<file path="src/rtl/flagreg_pkg.sv">
package flagreg_pkg;
  localparam int FLAG_W = 16;
  localparam int CF_B = 0;
  localparam int PF_B = 2;
  localparam int AF_B = 4;
  localparam int ZF_B = 6;
  localparam int SF_B = 7;
  localparam int TF_B = 8;
  localparam int IF_B = 9;
  localparam int DF_B = 10;
  localparam int OF_B = 11;

  localparam logic [FLAG_W-1:0] STAT_MASK =
    (FLAG_W'(1) << CF_B) | (FLAG_W'(1) << PF_B) | (FLAG_W'(1) << AF_B) |
    (FLAG_W'(1) << ZF_B) | (FLAG_W'(1) << SF_B) | (FLAG_W'(1) << OF_B);
  localparam logic [FLAG_W-1:0] CTL_MASK =
    (FLAG_W'(1) << TF_B) | (FLAG_W'(1) << IF_B) | (FLAG_W'(1) << DF_B);
  localparam logic [FLAG_W-1:0] ACTIVE_MASK = STAT_MASK | CTL_MASK;

  typedef enum logic [1:0] {
    OPC_ADD   = 2'b00,
    OPC_SUB   = 2'b01,
    OPC_LOGIC = 2'b10,
    OPC_LOG2  = 2'b11
  } opc_e;

  typedef struct packed {
    logic cf;
    logic pf;
    logic af;
    logic zf;
    logic sf;
    logic of;
  } stat_t;

  function automatic logic [FLAG_W-1:0] pack_stat(stat_t s);
    logic [FLAG_W-1:0] w;
    w = '0;
    w[CF_B] = s.cf;
    w[PF_B] = s.pf;
    w[AF_B] = s.af;
    w[ZF_B] = s.zf;
    w[SF_B] = s.sf;
    w[OF_B] = s.of;
    return w;
  endfunction

  function automatic logic [FLAG_W-1:0] pack_ctl(logic [2:0] c);
    logic [FLAG_W-1:0] w;
    w = '0;
    w[TF_B] = c[0];
    w[IF_B] = c[1];
    w[DF_B] = c[2];
    return w;
  endfunction
endpackage

</file>
<file path="src/rtl/flag_parity.sv">
module flag_parity #(
  parameter int W = 8
) (
  input  logic [W-1:0] d,
  output logic         even
);
  logic [W:0] acc;
  assign acc[0] = 1'b0;
  for (genvar i = 0; i < W; i++) begin : g_chain
    assign acc[i+1] = acc[i] ^ d[i];
  end
  assign even = ~acc[W];
endmodule

</file>
<file path="src/rtl/flag_status_calc.sv">
module flag_status_calc
  import flagreg_pkg::*;
#(
  parameter int DATA_W = 16,
  parameter int BYTE_W = 8
) (
  input  logic [1:0]        opc,
  input  logic              wide,
  input  logic [DATA_W-1:0] opa,
  input  logic [DATA_W-1:0] opb,
  input  logic [DATA_W-1:0] res,
  input  logic              cy_out,
  input  logic              af_prev,
  output stat_t             st
);
  localparam int NIB_B = 4;
  localparam logic [DATA_W-1:0] BYTE_MASK = {{(DATA_W-BYTE_W){1'b0}}, {BYTE_W{1'b1}}};
  localparam logic [DATA_W-1:0] NIB_SEL   = DATA_W'(1) << NIB_B;
  localparam logic [DATA_W-1:0] MSB_WORD  = DATA_W'(1) << (DATA_W-1);
  localparam logic [DATA_W-1:0] MSB_BYTE  = DATA_W'(1) << (BYTE_W-1);

  logic [DATA_W-1:0] wmask, msel;
  logic a_m, b_m, r_m, half, par_even, ovf_add, ovf_sub;
  opc_e op;

  assign op    = opc_e'(opc);
  assign wmask = wide ? '1 : BYTE_MASK;
  assign msel  = wide ? MSB_WORD : MSB_BYTE;
  assign a_m   = |(opa & msel);
  assign b_m   = |(opb & msel);
  assign r_m   = |(res & msel);
  assign half  = |((opa ^ opb ^ res) & NIB_SEL);

  assign ovf_add = (a_m == b_m) && (r_m != a_m);
  assign ovf_sub = (a_m != b_m) && (r_m != a_m);

  flag_parity #(.W(BYTE_W)) u_par (
    .d    (res[BYTE_W-1:0]),
    .even (par_even)
  );

  always_comb begin
    st.pf = par_even;
    st.zf = ((res & wmask) == '0);
    st.sf = r_m;
    unique case (op)
      OPC_ADD: begin
        st.cf = cy_out;
        st.af = half;
        st.of = ovf_add;
      end
      OPC_SUB: begin
        st.cf = cy_out;
        st.af = half;
        st.of = ovf_sub;
      end
      default: begin
        st.cf = 1'b0;
        st.af = af_prev;
        st.of = 1'b0;
      end
    endcase
  end
endmodule

</file>
<file path="src/rtl/alu_flag_reg.sv">
module alu_flag_reg
  import flagreg_pkg::*;
#(
  parameter int DATA_W = 16,
  parameter int BYTE_W = 8
) (
  input  logic              clk,
  input  logic              rst_n,
  input  logic              upd_en,
  input  logic [1:0]        op_cls,
  input  logic              wide,
  input  logic [DATA_W-1:0] opa,
  input  logic [DATA_W-1:0] opb,
  input  logic [DATA_W-1:0] res,
  input  logic              cy_out,
  input  logic              ctl_we,
  input  logic [2:0]        ctl_val,
  input  logic              load_en,
  input  logic [15:0]       load_word,
  output logic [15:0]       flags_o
);
  logic [FLAG_W-1:0] flag_q, flag_d;
  stat_t st_next;

  flag_status_calc #(.DATA_W(DATA_W), .BYTE_W(BYTE_W)) u_calc (
    .opc     (op_cls),
    .wide    (wide),
    .opa     (opa),
    .opb     (opb),
    .res     (res),
    .cy_out  (cy_out),
    .af_prev (flag_q[AF_B]),
    .st      (st_next)
  );

  always_comb begin
    flag_d = flag_q;
    if (upd_en) flag_d = (flag_d & ~STAT_MASK) | pack_stat(st_next);
    if (ctl_we) flag_d = (flag_d & ~CTL_MASK) | pack_ctl(ctl_val);
    if (load_en) flag_d = load_word & ACTIVE_MASK;
  end

  always_ff @(posedge clk) begin
    if (!rst_n) flag_q <= '0;
    else        flag_q <= flag_d;
  end

  assign flags_o = flag_q;

  // control bits untouched without their own strobe or a load
  a_r8_ctl_kept: assert property (@(posedge clk) disable iff (!rst_n)
    (!load_en && !ctl_we) |=> $stable(flags_o[DF_B:TF_B]));

  // logic ops clear carry and overflow
  a_r2_logic_cf_of_clear: assert property (@(posedge clk) disable iff (!rst_n)
    (!load_en && upd_en && op_cls[1]) |=> (!flags_o[CF_B] && !flags_o[OF_B]));

  a_r4_logic_af_hold: assert property (@(posedge clk) disable iff (!rst_n)
    (!load_en && upd_en && op_cls[1]) |=> $stable(flags_o[AF_B]));

  a_r9_load_wins: assert property (@(posedge clk) disable iff (!rst_n)
    load_en |=> (flags_o == ($past(load_word) & ACTIVE_MASK)));

  a_r11_status_hold: assert property (@(posedge clk) disable iff (!rst_n)
    (!load_en && !upd_en) |=> ((flags_o & STAT_MASK) == ($past(flags_o) & STAT_MASK)));

  a_r6_sign_tracks: assert property (@(posedge clk) disable iff (!rst_n)
    (!load_en && upd_en) |=>
      (flags_o[SF_B] == $past(wide ? res[DATA_W-1] : res[BYTE_W-1])));

  a_r1_unused_low: assert property (@(posedge clk) disable iff (!rst_n)
    load_en |=> ((flags_o & ~ACTIVE_MASK) == '0));
endmodule

</file>
<file path="config.mk">
export PLATFORM = sky130hd
export DESIGN_NAME = alu_flag_reg
export DESIGN_NICKNAME = d
export VERILOG_FILES = /design/src/rtl/flagreg_pkg.sv /design/src/rtl/flag_parity.sv /design/src/rtl/flag_status_calc.sv /design/src/rtl/alu_flag_reg.sv
export SDC_FILE = /design/constraint.sdc
export NUM_CORES = 1
export LEC_CHECK = 0
export BUFFER_PORTS_ARGS = -buffer_cell sky130_fd_sc_hd__buf_2
export CORE_MARGIN = 5
export CORE_UTILIZATION = 27
export CTS_CLUSTER_DIAMETER = 40
export DETAILED_ROUTE_END_ITERATION = 10
export PLACE_DENSITY = 0.75
export SYNTH_ARGS = -nofsm -noshare
export SYNTH_HDL_FRONTEND = slang
export SYNTH_SLANG_ARGS = --single-unit
</file>
<file path="constraint.sdc">
create_clock -name clk -period 1 [get_ports clk]
set_input_delay 0.05 -clock clk [delete_from_list [all_inputs] [get_ports clk]]
set_output_delay 0.05 -clock clk [all_outputs]
set_load 0.01 [all_outputs]
</file>
### Word level (Yosys, flattened, before mapping)

Index checks and enable logic that the tools add are counted.

* memory bits (read-only): 0
* bits in writable memories: 0
* word-level logic and storage cells: 42
* bits in latches: 0
* output and inout bits: 16
* memories kept: 0
* register bits: 16

* order comparisons: 0
* muxes and demuxes: 8
* $mul: 0
* div/mod/pow operators: 0
* $add $sub $neg: 0
* reductions and logical operators: 10
* bitwise operators: 17
* equal/unequal tests: 4
* shift-type cells: 0

Operators with widths (number)
* $and A16 B16 Y16: 4
* $mux W16: 4
* $reduce_or A16 Y1: 3
* $logic_not A16 Y1: 1
* $or A16 B11 Y16: 1
* $or A16 B12 Y16: 1
* $mux W12: 1
* $xor A5 B5 Y5: 2
* $xor A1 B1 Y1: 7
* $reduce_or A2 Y1: 2
* $reduce_bool A3 Y1: 1
* $eq A2 B1 Y1 const B: 1
* $logic_and A1 B1 Y1: 2
* $logic_not A2 Y1: 1
* $mux W1: 2
* $ne A1 B1 Y1: 2
* $not A1 Y1: 2
* $pmux W1 S2: 1
* $eq A1 B1 Y1: 1

### Longest topological paths before layout

* depth after elaboration: 13
* gate-level depth with buffers: 6
* depth with buffers taken out: 6

### Hierarchy

A second synthesis with hierarchy kept.

* cell total of the unflattened synthesis: 76
* area total of the unflattened synthesis: 747.0 µm²

By module, submodules not included
* alu_flag_reg: instances 1, seq. area each 180.2 µm², cells an instance 47, area an instance 526.8 µm²
* flag_status_calc: instances 1, seq. area each 0.0 µm², cells an instance 22, area an instance 158.9 µm²
* flag_parity: instances 1, seq. area each 0.0 µm², cells an instance 7, area an instance 61.3 µm²

### Least setup slack after synthesis

OpenSTA, ideal clock, no wires.

* path kind: in2reg
* start: input port res[0]
* end: register flag_q[2], in the netlist flags_o[2]
* cell stages on the path: 6
* slack: -8 ps
* setup time: 124 ps
* path buffers: 0
* data required time: 876 ps
* arrival: 884 ps
* cells stage by stage: inv_1 ha_1 xor2_1 xnor2_1 xnor2_1 o21ai_0

* cells in the longest elaborated chain, start to end: 13

RTL lines
* start: declaration: RTL line alu_flag_reg.sv:14 `input logic [DATA_W-1:0] res,`
* $xor A1 B1 Y1 * (7 in series): RTL line flag_parity.sv:10 `assign acc[i+1] = acc[i] ^ d[i];`
* $not A1 Y1 *: RTL line flag_parity.sv:12 `assign even = ~acc[W];`
* $or A16 B12 Y16 *: RTL line alu_flag_reg.sv:38 `if (upd_en) flag_d = (flag_d & ~STAT_MASK) | pack_stat(st_next);`
* $mux W16 *: RTL line alu_flag_reg.sv:38
* $or A16 B11 Y16: RTL line alu_flag_reg.sv:39 `if (ctl_we) flag_d = (flag_d & ~CTL_MASK) | pack_ctl(ctl_val);`
* $mux W16 *: RTL line alu_flag_reg.sv:39
* $mux W12 *: RTL line alu_flag_reg.sv:40 `if (load_en) flag_d = load_word & ACTIVE_MASK;`
* end signal: assignment: RTL line alu_flag_reg.sv:45 `else flag_q <= flag_d;`
* end: declaration: RTL line alu_flag_reg.sv:22 `logic [FLAG_W-1:0] flag_q, flag_d;`

Mark *: on every way between the ends. The rest lies on a longest branch, timed or not. The select of a mux whose other input is x is not followed.
A chain may end at the register's enable or synchronous reset.

### Worst setup path after layout

Same ends and word-level chain as after synthesis.

==> key figures <==
Worst setup path
  • Critical Path Source: res[0]
  • Cell family contributing the most delay on the critical path: XOR/XNOR gates
  • Stages on worst setup path: 7
  • FF-to-FF setup slack: ~220 ps
  • CP most frequent cell: xnor2_1
  • Required time at the endpoint of the critical path: around 1200 ps
  • Slowest cell on crit path: ha_1
  • Peak fanout along the critical path: 1
  • Cells along the critical path: buf_2, inv_1, ha_1, xor2_1, xnor2_1, xnor2_1, o21ai_0
  • Critical Path Source Type: primary input
  • Arrival time of data at the critical path endpoint: just under 1000 ps
  • Critical R2R Launch: flags_o[2]$_SDFFE_PN0P_
  • Setup CP Type: primary input to flop
  • Reg-to-Reg End: flags_o[2]$_SDFFE_PN0P_
  • Critical Path Max Stage Delay: 290 ps
  • Worst R2R Path Depth: 3
  • Number of buffers and inverters on the critical path: 2
  • CP endpoint: flags_o[2]$_SDFFE_PN0P_
  • Element type at the critical path end: flop

Synth
  • Xor and xnor area share after synthesis: 0.1173
  • Synth warn: 0
  • Largest family of logic cells by synthesized area: simple AND/OR/NAND/NOR gates
  • Mux cell area share after synthesis: 0.1192
  • Share of synthesized area occupied by flip-flops and latches: 0.2682
  • Average cell area after synthesis: between 7 and 8 sq um
  • Post-synthesis cell area: about 670 sq um
  • Synth unique cells: 30
  • Fraction of the mapped netlist area in compound gates: 0.1266
  • Share of the synthesized area in the top cell type: 0.2682
  • Synthesized instance count: between 80 and 90
  • Post-synthesis cell type with the largest combined area: dfxtp_1
  • Largest cells by area after synthesis: dfxtp_1 27%, mux2i_1 12%, xnor2_1 9.1%, buf_4 8.9%, nor2_1 6.1%
  • Simple-gate share of the synthesized area: 0.2123
  • Adder-cell share of the synthesized area: 0.01862
  • Number of storage elements in the synthesis netlist: 9

Die
  • Overall die width: 59.89 microns
  • Boundary Pins: 92
  • Core area: roughly 0.0024 sq mm
  • Die height: 59.89 microns
  • Starting utilization of the core area: 0.2762
  • Total Die Area: 0.003586 sq mm
  • Number of placement rows: 18

Timing
  • Unrepaired setup endpoints after global routing: no
  • Post-route minimum period: between 800 and 900 ps
  • Min Hold Slack: around 22 ps
  • Worst Skew: 0 ps
  • Summed negative setup slack over all endpoints: 0 ps
  • Maximum clock frequency: 1.209 GHz
  • Number of failing setup endpoints in the final timing report: 0
  • Setup WS post-layout: 172.8 ps
  • Final Max Slew Viols: 0
  • Share of the cycle needed by the critical path after routing: 0.8272
  • Hold Violations, Final: 0

Clocking
  • Maximum root-to-sink buffer count: 2
  • CTS H-tree depth: 1
  • Root cell of the clock tree: clkbuf_4
  • Clock insertion delay at the later pin of the skew report: ~260 ps
  • TritonCTS Buffers: 3
  • CTS hold repair buffers: 0
  • Clock-pin slew on the worst setup and hold paths: 60 ps
  • Post-CTS setup buffer count: 0
  • Clock sinks: 9
  • Cts repair resizes: 0
  • Clock tree from TritonCTS: built

Power and ir drop
  • Total power after layout: roughly 0.001 W
  • Leakage power: slightly below 0.5 nW
  • Power density cells: between 1000 and 1500 mW/mm^2
  • Maximum resistive drop on vdd: 739.8 uV

Global route
  • Number of global-route vias before repair: 655
  • Largest net degree at the start of global routing: 17
  • Total global-route track usage: 0.09625
  • Global-route wire length before repair: ~2600 microns
  • Global route total overflow: 0
  • Initial antenna violation count: 0

Placement
  • Worst setup slack after placement: -114.7 ps
  • Number of I/O port buffers: a little over 50
  • Routability-driven placement congestion ratio: approximately 0.68
  • Half-perimeter wire length after placement: about 1600 microns

Route
  • Total via count after detailed routing: 739
  • Final routed wirelength across all metal layers: 1766 microns
  • Final ANT Viol Nets: 0
  • DRC errors left: 0
  • Vias per cell: roughly 4.4
  • DR pass1 iterations: 4
  • Wire per inst: between 10 and 15 microns
  • Violation count after the first detailed-routing iteration: 19

Layout
  • Area occupied by multi-input gates: between 400 and 500 sq um
  • Count of fill cells added during filler insertion: between 200 and 300
  • Net count of the finished layout: 216
  • Post-layout util: 0.3971
  • Proportion of layout cells with a drive suffix above 1: 0.4348
  • Synthesis-to-finish area growth: 43.76%
  • Number of flip-flops under the largest register name: 9
  • N_diodes: 0
  • Area used by sequential logic in the layout: 180.2 sq um

Status
  • Status: finished, final reports clean

Min path
  • Hold/Removal Path Class: primary input to flop

Run
  • Number of max-cap violations: 0
-- how the worst min path moves through the flow --
stage | depth (start not counted) | slack [ps] | to | startpoint
after CTS | 3 | 10 | flags_o[8]$_SDFFE_PN0P_ | load_word[8]
after detailed placement | 3 | 290 | flags_o[8]$_SDFFE_PN0P_ | load_word[8]
final | 3 | 20 | flags_o[8]$_SDFFE_PN0P_ | load_word[8]
after floorplan | 2 | 190 | flags_o[2]$_SDFFE_PN0P_ | rst_n
after global routing | 3 | 40 | flags_o[8]$_SDFFE_PN0P_ | load_word[8]
after global placement | 3 | 280 | flags_o[9]$_SDFFE_PN0P_ | load_word[9]
-- through the flow --
| stage | std cells | cell area, sq um |
|---|---|---|
| after floorplan | 90 | 694.4 |
| after global placement | 164 | 939.7 |
| after detailed placement | 164 | 939.7 |
| after CTS | 168 | 965.9 |
| after global routing | 168 | 965.9 |
| final | 168 | 965.9 |
-- cell type report --
type,count,area share
multi-input combinational,66,0.4404
timing repair buffer,54,0.2876
sequential,9,0.1865
tap,30,0.03886
clock buffer,4,0.02720
inverter,5,0.01943
-- logic make-up (layout without fill, tap and decap cells) --
logic type               after synthesis  in the layout
AND/OR/NAND/NOR                       27             27
buffers and inverters                 15             63
other                                  1              7
XOR/XNOR                               9              9
flip-flops                             9              9
adder cells (fa/ha/maj)                1              1
multiplexers                           8              8
AO/OA/AOI/OAI                         14             14
-- where the power goes --
part / switching [W] / internal (W)
registers: 0.0000106 / 0.000385
logic: 0.000153 / 0.000172
clock network: 0.000131 / 0.000154
total: 0.000295 / 0.000710
-- synthesized netlist by cell type --
master     n
nor2_2     1
buf_4      8
nand4_1    1
nand2_1    2
a21oi_1    7
xor2_1     2
o21ai_0    1
and2b_1    1
a31oi_1    1
nor2_1    11
mux2i_1    8
nand2b_1   1
xnor2_1    7
nor3b_1    2
nor4_1     3
a221oi_1   1
inv_2      1
buf_2      2
conb_1     1
ha_1       1
o22ai_1    1
a21o_2     1
nor3_1     1
dfxtp_1    9
inv_1      3
nand3b_1   1
clkinv_1   1
a211oi_1   2
nor4b_1    1
nor2b_1    2
-- layout by cell type (no fill, tap or decap), types with 3 or more instances in the layout --
cell type  instances
dfxtp_1            9
buf_4              3
inv_1              3
nor4_1             3
xnor2_1            7
buf_2             51
mux2i_1            8
clkbuf_4           3
a21oi_1            7
conb_1             7
nor2_1            11
-- worst min-delay path, cell delays in order --
cell	delay, ps
buf_2	80
a21oi_1	50
nor2_1	70
-- layer usage --
metal	track usage	wire length, microns
met5	0	0
met4	0.01899	0
met3	0.04968	280
met2	0.1744	824
met1	0.09806	662
Power figures use the tool's default switching activity.
